<file path="src/rtl/glitch_pkg.sv">
package glitch_pkg;
    typedef enum logic [1:0] {
        ST_ARM  = 2'd0,
        ST_HIGH = 2'd1,
        ST_LOW  = 2'd2
    } run_state_t;
endpackage

</file>
<file path="src/rtl/glitch_sync.sv">
// Two-flop synchronizer plus a third stage used to detect a level change.
module glitch_sync (
    input  logic clk,
    input  logic rst_n,
    input  logic din,
    output logic level,
    output logic toggled
);
    logic meta_q, stab_q, prev_q;

    always_ff @(posedge clk or negedge rst_n) begin
        if (!rst_n) begin
            meta_q <= 1'b0;
            stab_q <= 1'b0;
            prev_q <= 1'b0;
        end else begin
            meta_q <= din;
            stab_q <= meta_q;
            prev_q <= stab_q;
        end
    end

    assign level   = stab_q;
    assign toggled = stab_q ^ prev_q;
endmodule

</file>
<file path="src/rtl/line_checker.sv">
// Per-line run tracker: times each level run and judges it at its closing edge.
module line_checker
    import glitch_pkg::*;
#(
    parameter int MIN_WIDTH = 28,
    parameter int CNT_W     = 8,
    localparam int WW       = $clog2(MIN_WIDTH + 1)
) (
    input  logic             clk,
    input  logic             rst_n,
    input  logic             clear,
    input  logic             level,
    input  logic             toggled,
    output logic             sticky,
    output logic [CNT_W-1:0] count,
    output logic [WW-1:0]    last_w
);
    localparam logic [WW-1:0]    MIN_W   = WW'(MIN_WIDTH);
    localparam logic [CNT_W-1:0] CNT_MAX = '1;

    run_state_t       state_q, state_d;
    logic [WW-1:0]    run_q;
    logic             short_run;
    logic             sticky_q;
    logic [CNT_W-1:0] count_q;
    logic [WW-1:0]    last_w_q;

    // State register
    always_ff @(posedge clk or negedge rst_n) begin
        if (!rst_n) state_q <= ST_ARM;
        else        state_q <= state_d;
    end

    // Next-state logic
    always_comb begin
        state_d = state_q;
        unique case (state_q)
            ST_ARM:  if (toggled) state_d = level ? ST_HIGH : ST_LOW; // ARM_TO_HIGH / ARM_TO_LOW
            ST_HIGH: if (toggled) state_d = ST_LOW;                   // HIGH_TO_LOW
            ST_LOW:  if (toggled) state_d = ST_HIGH;                  // LOW_TO_HIGH
            default: state_d = ST_ARM;
        endcase
    end

    // Run timer: 1 on the edge cycle, counts up to the limit and holds there
    always_ff @(posedge clk or negedge rst_n) begin
        if (!rst_n)                                run_q <= '0;
        else if (toggled)                          run_q <= WW'(1);
        else if (state_q != ST_ARM && run_q < MIN_W) run_q <= run_q + WW'(1);
    end

    assign short_run = toggled && (state_q != ST_ARM) && (run_q < MIN_W);

    // Output process; a violation in the same cycle as clear takes priority
    always_ff @(posedge clk or negedge rst_n) begin
        if (!rst_n) begin
            sticky_q <= 1'b0;
            count_q  <= '0;
            last_w_q <= '0;
        end else if (short_run) begin
            sticky_q <= 1'b1;
            last_w_q <= run_q;
            if (clear)                count_q <= CNT_W'(1);
            else if (count_q != CNT_MAX) count_q <= count_q + CNT_W'(1);
        end else if (clear) begin
            sticky_q <= 1'b0;
            count_q  <= '0;
        end
    end

    assign sticky = sticky_q;
    assign count  = count_q;
    assign last_w = last_w_q;

    AST_FIRST_EDGE_QUIET: assert property (@(posedge clk) disable iff (!rst_n)
        (state_q == ST_ARM) |=> $stable(count_q) && !sticky_q);
    AST_VIOL_WIDTH_RANGE: assert property (@(posedge clk) disable iff (!rst_n)
        $rose(sticky_q) |-> (last_w_q != '0 && last_w_q < MIN_W));
    AST_LEGAL_RUN_SILENT: assert property (@(posedge clk) disable iff (!rst_n)
        (toggled && state_q != ST_ARM && run_q >= MIN_W) |=> $stable(last_w_q));
    AST_STICKY_HOLD: assert property (@(posedge clk) disable iff (!rst_n)
        (sticky_q && !clear) |=> sticky_q);
    AST_NO_OVERFLOW: assert property (@(posedge clk) disable iff (!rst_n)
        (count_q == CNT_MAX && !clear) |=> count_q == CNT_MAX);
    AST_CLEAR_KEEPS_WIDTH: assert property (@(posedge clk) disable iff (!rst_n)
        (clear && !short_run) |=> $stable(last_w_q) && count_q == '0);
endmodule

</file>
<file path="src/rtl/glitch_monitor.sv">
module glitch_monitor #(
    parameter int NUM_LINES = 7,
    parameter int CLK_NS    = 10,
    parameter int LEGAL_NS  = 275,
    parameter int MIN_WIDTH = (LEGAL_NS + CLK_NS - 1) / CLK_NS,
    parameter int CNT_W     = 8,
    localparam int WW       = $clog2(MIN_WIDTH + 1)
) (
    input  logic                       clk,
    input  logic                       rst_n,
    input  logic                       clear,
    input  logic [NUM_LINES-1:0]       lines_in,
    output logic [NUM_LINES-1:0]       sticky_err,
    output logic [NUM_LINES*CNT_W-1:0] viol_count,
    output logic [NUM_LINES*WW-1:0]    last_width
);
    logic [NUM_LINES-1:0] lvl, tog;

    for (genvar i = 0; i < NUM_LINES; i++) begin : g_line
        glitch_sync u_sync (
            .clk     (clk),
            .rst_n   (rst_n),
            .din     (lines_in[i]),
            .level   (lvl[i]),
            .toggled (tog[i])
        );
        line_checker #(
            .MIN_WIDTH (MIN_WIDTH),
            .CNT_W     (CNT_W)
        ) u_chk (
            .clk     (clk),
            .rst_n   (rst_n),
            .clear   (clear),
            .level   (lvl[i]),
            .toggled (tog[i]),
            .sticky  (sticky_err[i]),
            .count   (viol_count[i*CNT_W +: CNT_W]),
            .last_w  (last_width[i*WW +: WW])
        );
    end
endmodule

</file>
<file path="config.mk">
export PLATFORM = sky130hd
export DESIGN_NAME = glitch_monitor
export DESIGN_NICKNAME = d
export VERILOG_FILES = /design/src/rtl/glitch_pkg.sv /design/src/rtl/glitch_sync.sv /design/src/rtl/line_checker.sv /design/src/rtl/glitch_monitor.sv
export SDC_FILE = /design/constraint.sdc
export NUM_CORES = 1
export LEC_CHECK = 0
export ABC_AREA = 1
export BUFFER_PORTS_ARGS = -buffer_cell sky130_fd_sc_hd__clkbuf_2
export CORE_MARGIN = 5
export CORE_UTILIZATION = 45
export DETAILED_ROUTE_END_ITERATION = 8
export GPL_TIMING_DRIVEN = 0
export PLACE_DENSITY = 0.67
export SLEW_MARGIN = 20
export SYNTH_ARGS = -nofsm -noshare
export SYNTH_HDL_FRONTEND = slang
export SYNTH_SLANG_ARGS = --single-unit
</file>
<file path="constraint.sdc">
create_clock -name clk -period 1.37 [get_ports clk]
set_input_delay 0.0685 -clock clk [delete_from_list [all_inputs] [get_ports clk]]
set_output_delay 0.0685 -clock clk [all_outputs]
set_load 0.005 [all_outputs]
</file>
======== After elaboration in Yosys (flattened, before gate mapping) ========
Index checks and enable logic that the tools add are counted.
word-level totals
  register bits after elaboration ......... 168
  latch bits .............................. 0
  memory bits (writable) .................. 0
  memory bits (read-only) ................. 0
  input port bits ......................... 10
  output and inout port bits .............. 98
  word-level logic and storage cells ...... 275
  memories ................................ 0
operators by class
  add/subtract/negate cells ............... 14
  multipliers ............................. 0
  divide/modulo/power cells ............... 0
  $lt $le $gt $ge ......................... 7
  equality and inequality tests ........... 42
  shift-type cells ........................ 0
  mux-type cells .......................... 79
  bitwise operators ....................... 7
  reduce and logical (&&, ||, !) cells .... 70
operators with widths
  operator               number
  $mux W8                22
  $mux W5                14
  $add A8 B1 Y8 const B  7
  $mux W2                28
  $ne A8 B8 Y1 const B   7
  $reduce_bool A2 Y1     28
  $ne A2 B1 Y1 const B   21
  $pmux W2 S3            7
  $add A5 B1 Y5 const B  7
  $lt A5 B5 Y1 const B   7
  $logic_and A1 B1 Y1    21
  $reduce_and A3 Y1      7
  $eq A2 B1 Y1 const B   7
  $eq A2 B2 Y1 const B   7
  $logic_not A2 Y1       7
  $reduce_and A2 Y1      7
  $mux W1                8
  $xor A1 B1 Y1          7

======== Longest topological paths before layout ========
Gate-level depths: netlist (run 1).
  word-level depth ........................ 5
  depth in mapped cells ................... 9
  gate-level depth less buffers ........... 8

======== Hierarchy ========
From an unflattened synthesis (run 1), not the netlist that was laid out.
second synthesis, totals
  cell total of the unflattened synthesis .. 1082
  area, all modules ....................... 8708.4 µm²
by module, submodules not included
  module                               instances  cells each  area an instance (µm²)
  line_checker at g_line[0].u_chk ...  6          147         1152.4
  line_checker at g_line[6].u_chk      1          144         1137.3
  glitch_sync                          7          8           93.8

======== Worst setup path after synthesis (run 1) ========
Ideal clock, no wire load.
  path kind ............................... register to register
  start point ............................. register g_line[2].u_chk.count_q[0]
  end point ............................... register g_line[2].u_chk.count_q[5]
  setup time .............................. 0.117 ns
  arrival time ............................ 1.305 ns
  setup slack ............................. -0.052 ns
  stages on the path, launching flop included .. 10
  buffers on the path ..................... 1
  clock period less this slack ............ 1.422 ns
  cell sequence ........................... dfrtp_1 > ha_1 > nand2_1 > nor2_2 > nand3_1 > nand2_2 > buf_6 > clkinv_1 > nand3_1 > nand2_1
on the way
  longest elaborated chain between the ends .. 4
ends and longest elaborated chain
  item                    line                RTL
  from (decl)             line_checker.sv:25  logic [CNT_W-1:0] count_q;
  from (signal assigned)  line_checker.sv:64  else if (count_q != CNT_MAX) count_q <= count_q + CNT_W'(1);
  $add A8 B1 Y8           line_checker.sv:64
  $mux W8                 line_checker.sv:64
  $mux W8                 line_checker.sv:63  if (clear) count_q <= CNT_W'(1);
  $mux W8                 line_checker.sv:60  end else if (short_run) begin
Several ways; a longest one is shown, not always the timed one. The select of a mux whose other input is x is not followed.
A chain may end at the register's enable or synchronous reset.

======== Final worst setup path (run 1) ========
Same ends and word-level chain as after synthesis.

==> impl_results.md, run 1 <==
- Max capacitance violation total: 0
- TritonCTS clock tree: built
- Synth Register Bits: 168
- Fill cells: 1524
- WP data required: 1.69 ns
- Slew @ Worst Pin: 0.8556 ns
- Die ar.: 20190 um2
- Pre-CTS WS: -0.2391 ns
- Post-synth design cell area: 7850 um2
- Final worst slack: 0.006804 ns
- GRT Resource Usage Total: 19.25%
- Critical Path Source Type: flop
- Via count: 6815
- Layout cells sized above 1: 30.34%
- Reg-to-reg slack, setup: 0.007 ns
- Syn avg cell area: 8.542 um2
- Reg2reg start: g_line[2].u_chk.count[0]$_DFFE_PN0P_
- Status: complete, no violations
- Max incr delay on CP: 0.36 ns
- Worst path cell trace: ha_2, nand2_2, nor2_4, nand3_2, nand2_2, buf_6, clkinv_4, nand3_2, nand2_1
- CTS buffer count: 17
- Post-Syn Instances: 919
- Min cycle time layout: 1.363 ns
- P per Cell Area: 1638 nW/um2
- R2R depth: 9
- End of the worst register-to-register path: g_line[2].u_chk.count[5]$_DFFE_PN0P_
- CTS Sinks: 168
- First DRT Iteration DRCs: 407
- CP delay by family, top: simple AND/OR/NAND/NOR gates
- CTS Buffer Depth: 2
- DRT antenna net count: 0
- Largest net degree at the start of global routing: 86
- Pins Over Slew Limit: 0
- Die X: 142.1 um
- Seq/Total Area, Yosys: 53.55%
- Design Area, Final: 10430 um2
- # port buffers: 106
- DP HPWL: 12.56 mm
- Clock transition at path regs: 0.06 ns
- Nets: 1148
- Hold Path Depth: 3
- Hold Fails Final Rpt: 0
- Critical path endpoint category: flop
- Initial antenna violation count: 0
- Worst Path Arrival: 1.68 ns
- Ant. Diodes: 0
- Root Buffer: clkbuf_16
- Slew margin rel.: 42.96%
- Area Growth Syn to Fin: 32.85%
- Die Span Y: 142.1 um
- EDFF count, synth: 0
- Hold_ws: 0.02142 ns
- Setup violators final: 0
- Rows: 48
- Most frequent cells in the layout: nand2_1 (209), dfrtp_1 (161), nand3_1 (105), clkbuf_2 (105), inv_1 (91)
- Leakage: 5.220 nW
- Unrepaired setup endpoints after global routing: true
- Warnings, synthesis: 0
- Cell variety after synth: 33
- Core Box Area: 17180 um2
- Asr flop ratio synth: 100.0%
- Most common cell after layout, fill and taps aside: nand2_1
- Hold EP: g_line[6].u_chk.count[0]$_DFFE_PN0P_
- Maximum VDD drop: 0.0009257 V
- Hold path start: clear
- Leading register cell type out of synthesis: dfrtp_1
- Initial Util: 45.70%
- GRT overflow: 0
- Vias per cell: 5.004
- Placer congestion estimate: 0.7983
- Fmax: 733.6 MHz
- Number of H-tree levels: 4
- CP max-delay cell: dfrtp_1
- First-pass GRT wire length: 31.47 mm
- Worst Hold Class: in2reg
- Crit path buf inv count: 2
- Area post-placement: 8723 um2
- DR DRC count: 0
- Syn nets: 943
- Worst-Skew Late Latency: 0.43 ns
- Detailed Routing Iterations Pass 1: 5
- Vias in the first global route: 6402
- Sum Neg Setup Slack: 0 ns
- Drt total wl: 19.42 mm
- Ports: 108
- Period utilisation layout: 99.50%
- CP max FO: 5
- Critical path class: reg2reg
- Clock Skew: 0.007699 ns
- WL/cell: 14.26 um
[cell families after synthesis]
family / count (synthesis) / share of synthesized area, %
buffers and inverters: 129 / 6.917
XOR/XNOR: 21 / 2.534
adder cells (fa/ha/maj): 14 / 2.231
AND/OR/NAND/NOR: 451 / 25.65
flip-flops: 168 / 53.55
AO/OA/AOI/OAI: 136 / 9.117
[final cells by class]
cell class              instances  area [um2]  share of cell area [%]
plain buffers                  27       183.9                   1.764
clock buffers                  20       456.7                   4.379
clock inverters                12       150.1                   1.440
inverters                     102       387.9                   3.719
multi-input cells             625        3583                   34.36
flip-flops and latches        168        4213                   40.40
well taps                     225       281.5                   2.699
repair buffers                183        1172                   11.24
[sequential cells by signal, summed over array words and instances (netlist names)]
name,count
g_line.u_chk.last_w,35
g_line.u_chk.count,56
g_line.u_sync.prev_q,7
g_line.u_sync.meta_q,7
g_line.u_sync.level,7
g_line.u_chk.run_q,35
g_line.u_chk.sticky,7
g_line.u_chk.state_q,14
[worst max-delay path by stage]
| stage | start | end | slack, ns | cells after the start |
|---|---|---|---|---|
| after CTS | g_line[2].u_chk.count[0]$_DFFE_PN0P_ | g_line[2].u_chk.count[5]$_DFFE_PN0P_ | -0.007 | 9 |
| after global routing | g_line[0].u_chk.count[1]$_DFFE_PN0P_ | g_line[0].u_chk.count[0]$_DFFE_PN0P_ | -0.06 | 8 |
| final | g_line[2].u_chk.count[0]$_DFFE_PN0P_ | g_line[2].u_chk.count[5]$_DFFE_PN0P_ | 0.007 | 9 |
| after floorplan | g_line[2].u_chk.count[0]$_DFFE_PN0P_ | g_line[2].u_chk.count[5]$_DFFE_PN0P_ | 0.007 | 9 |
| after global placement | rst_n | g_line[4].u_chk.run_q[1]$_DFFE_PN0P_ | -2.91 | 1 |
| after detailed placement | g_line[5].u_chk.count[1]$_DFFE_PN0P_ | g_line[5].u_chk.count[6]$_DFFE_PN0P_ | -0.24 | 7 |
[routing by layer]
layer  global-route usage, %  share of wire, %  routed length (um)  vias up
met5                       0                 0                   0        -
met4                   5.657               1.5                 284        0
met3                   4.335               4.8                 931       22
met2                   31.45                48                9325      115
met1                   25.85                46                8879     3257
li1                        -                 -                   -     3421
[through the flow]
| step | util (%) | cells | total power [mW] |
|---|---|---|---|
| global placement | 50.58 | 1250 | 10.85 |
| detailed placement | 50.79 | 1251 | 10.97 |
| finish | 60.72 | 1362 | 17.08 |
| floorplan | - | 919 | 9.457 |
| CTS | 57.25 | 1324 | 16.53 |
| global route | 60.72 | 1362 | 18.22 |
[timing repair]
item	CTS	global route
setup buffers	30	38
gates cloned	3	1
resized for setup	45	101
pin swaps	23	38
hold buffers	8	0
endpoints found under the setup margin	87	99
hold endpoints to repair	90	0
[worst min-delay path, delay by kind of cell]
family                 cells  cell delay (ns)
buffers and inverters      1             0.18
AND/OR/NAND/NOR            2             0.15
[Yosys cell counts, types with 7 or more instances]
cell,instances,area share [%]
a21oi_1,35,2.2
buf_2,14,0.89
buf_4,9,0.86
dfrtp_1,168,54
ha_1,14,2.2
inv_1,101,4.8
nand2_1,240,11
nand3_1,118,7.5
nand4_1,25,2.0
nor2_1,38,1.8
o21ai_0,80,5.1
o21ai_1,7,0.45
xor2_1,14,1.6
[power by group]
group,switching [mW],internal (mW),total (mW)
Combinational,3.07,2.41,5.47
Clock,1.97,2.95,4.92
Sequential,0.717,5.97,6.68
Note: power is estimated with default switching activity, not from simulation.
==> run 2, diff against run 1 <==
--- a/config.mk
+++ b/config.mk
@@ -11,8 +11,8 @@
 export CORE_UTILIZATION = 45
 export DETAILED_ROUTE_END_ITERATION = 8
 export GPL_TIMING_DRIVEN = 0
-export PLACE_DENSITY = 0.67
-export SLEW_MARGIN = 20
+export PLACE_DENSITY = 0.79
+export SLEW_MARGIN = 0
 export SYNTH_ARGS = -nofsm -noshare
 export SYNTH_HDL_FRONTEND = slang
 export SYNTH_SLANG_ARGS = --single-unit
==> impl_results.md, run 2 (same netlist as run 1, synthesis figures left out) <==
- Status: finished, violations left
- Failing checks: negative setup slack
- CP dominant cell by count: nand2_4
- Rows: 48
- CTS Buffer Depth: 2
- Reg2reg start: g_line[4].u_chk.count[1]$_DFFE_PN0P_
- Largest net degree at the start of global routing: 91
- Critical path endpoint category: flop
- Nets: 1142
- Clock Skew: 0.007364 ns
- Slew margin rel.: 40.85%
- Critical Path Source Type: flop
- Max incr delay on CP: 0.41 ns
- Maximum VDD drop: 0.0009398 V
- First DRT Iteration DRCs: 513
- Die X: 142.1 um
- End of the worst register-to-register path: g_line[4].u_chk.count[0]$_DFFE_PN0P_
- Hold Path Depth: 3
- Leakage: 5.202 nW
- Critical path class: reg2reg
- Worst-Skew Late Latency: 0.43 ns
- Vias in the first global route: 6547
- Worst path cell trace: ha_4, nand2_4, nor2_4, nand3_4, nand2_4, nand2_4, nand2_2, nand2_1
- Initial antenna violation count: 0
- Placed cell count: 1251
- DRT antenna net count: 0
- Die ar.: 20190 um2
- CP max-delay cell: dfrtp_1
- Final worst slack: -0.002998 ns
- WL/cell: 15.05 um
- # port buffers: 106
- Die Span Y: 142.1 um
- First-pass GRT wire length: 32.55 mm
- Ports: 108
- Worst Path Arrival: 1.69 ns
- Fmax: 728.3 MHz
- Most frequent cells in the layout: nand2_1 (210), dfrtp_1 (157), clkbuf_2 (105), nand3_1 (100), inv_1 (95)
- Min cycle time layout: 1.373 ns
- Comb pwr share: 33.1%
- Hold path start: clear
- Net Sw Frac: 35.38%
- Initial Util: 45.70%
- P per Cell Area: 1627 nW/um2
- CTS Sinks: 168
- Sum Neg Setup Slack: -0.005612 ns
- Number of H-tree levels: 4
- Root Buffer: clkbuf_16
- Clock Power Share: 27.4%
- Hold Fails Final Rpt: 0
- Most common cell after layout, fill and taps aside: nand2_1
- Final Power: 16.98 mW
- GRT Resource Usage Total: 19.97%
- Core Box Area: 17180 um2
- Reg-to-reg slack, setup: -0.003 ns
- Max capacitance violation total: 0
- Detailed Routing Iterations Pass 1: 5
- Worst Hold Class: in2reg
- Vias per cell: 5.215
- Sw Pwr: 6.008 mW
- CTS buffer count: 17
- Area Growth Syn to Fin: 32.93%
- DP HPWL: 12.80 mm
- Slew @ Worst Pin: 0.8873 ns
- Ant. Diodes: 0
- Internal power: 10.97 mW
- GRT overflow: 0
- Drt total wl: 20.41 mm
- Sequential power share: 39.6%
- R2R depth: 8
- Period utilisation layout: 100.2%
- Clock transition at path regs: 0.06 ns
- Post-Layout Cell Count: 1356
- Pins Over Slew Limit: 0
- DR DRC count: 0
- WP data required: 1.69 ns
- Via count: 7072
- CP max FO: 4
- Max reg flops: 56
- Hold EP: g_line[6].u_chk.count[0]$_DFFE_PN0P_
- Placer congestion estimate: 0.8397
- TritonCTS clock tree: built
- Layout cells sized above 1: 30.33%
- Finished Core Util: 60.75%
- Setup violators final: 2
- Unrepaired setup endpoints after global routing: true
## run 2: cell count changes in the layout (fill, tap and decap cells not counted), moves of 4 or more
cell,previous run,this run
nand2_2,28,23
o21ai_0,65,56
o21ai_1,17,28
nand3_2,8,13
buf_4,75,66
dfrtp_2,7,11
dfrtp_1,161,157
inv_1,91,95
nand3_1,105,100
nand2_4,12,16
## run 2: how the worst max path moves through the flow
stage                                       endpoint  slack [ns]  cells after the start                                  from
6_report        g_line[4].u_chk.count[0]$_DFFE_PN0P_      -0.003                      8  g_line[4].u_chk.count[1]$_DFFE_PN0P_
4_1_cts         g_line[1].u_chk.count[5]$_DFFE_PN0P_      -0.006                      4      g_line[1].u_sync.level$_DFF_PN0_
3_3_place_gp   g_line[4].u_chk.last_w[2]$_DFFE_PN0P_       -2.89                      1                                 rst_n
2_1_floorplan   g_line[2].u_chk.count[5]$_DFFE_PN0P_       0.007                      9  g_line[2].u_chk.count[0]$_DFFE_PN0P_
3_5_place_dp    g_line[5].u_chk.count[6]$_DFFE_PN0P_       -0.23                      7  g_line[5].u_chk.count[0]$_DFFE_PN0P_
5_1_grt         g_line[4].u_chk.count[1]$_DFFE_PN0P_       -0.04                      8  g_line[4].u_chk.count[1]$_DFFE_PN0P_
## run 2: per-layer routing
layer  GRT usage (%)  vias to the layer above  share of wire, %
li1                -                     3413                 -
met1           26.10                     3412                43
met2           32.62                      212                49
met3           5.208                       35               6.1
met4           6.465                        0               2.1
met5               0                        -                 0
## run 2: cell type report
type / instances / area [um2]
fillers: 1473 / 6741
multi-input cells: 625 / 3655
clock buffers: 19 / 442.9
inverters: 102 / 382.9
repair buffers: 177 / 1145
flip-flops and latches: 168 / 4218
plain buffers: 27 / 188.9
clock inverters: 13 / 121.4
well taps: 225 / 281.5
## run 2: worst max-delay path: cells and delay by family (launching register included)
family / cells / cell delay, ns
AND/OR/NAND/NOR: 7 / 0.67
flip-flops: 1 / 0.41
adder cells (fa/ha/maj): 1 / 0.18
## run 2: timing repair
action,in CTS,in global routing
resized for setup,43,120
endpoints found under the hold margin,85,0
hold buffers,8,0
setup endpoints to repair,89,94
buffers inserted,33,28
cloned,1,3
pin swaps,16,46
## run 2: power groups by stage
stage	sequential, mW	clock, mW	combinational, mW
after floorplan	6.74	0	2.72
after global placement	6.81	0	3.98
after detailed placement	6.86	0	4.14
after CTS	6.66	4.76	4.97
after global routing	6.85	4.96	6.27
final	6.72	4.65	5.61
## run 2: metrics by stage
step | hold slack (ns) | worst slack (ns) | instance area, um2
CTS | 0.01162 | -0.006209 | 9847
floorplan | -0.2271 | 0.007130 | 7875
global placement | 0.1776 | -2.891 | 8687
finish | 0.04841 | -0.002998 | 10440
global route | 0.02932 | -0.03725 | 10440
detailed placement | 0.1411 | -0.2272 | 8723
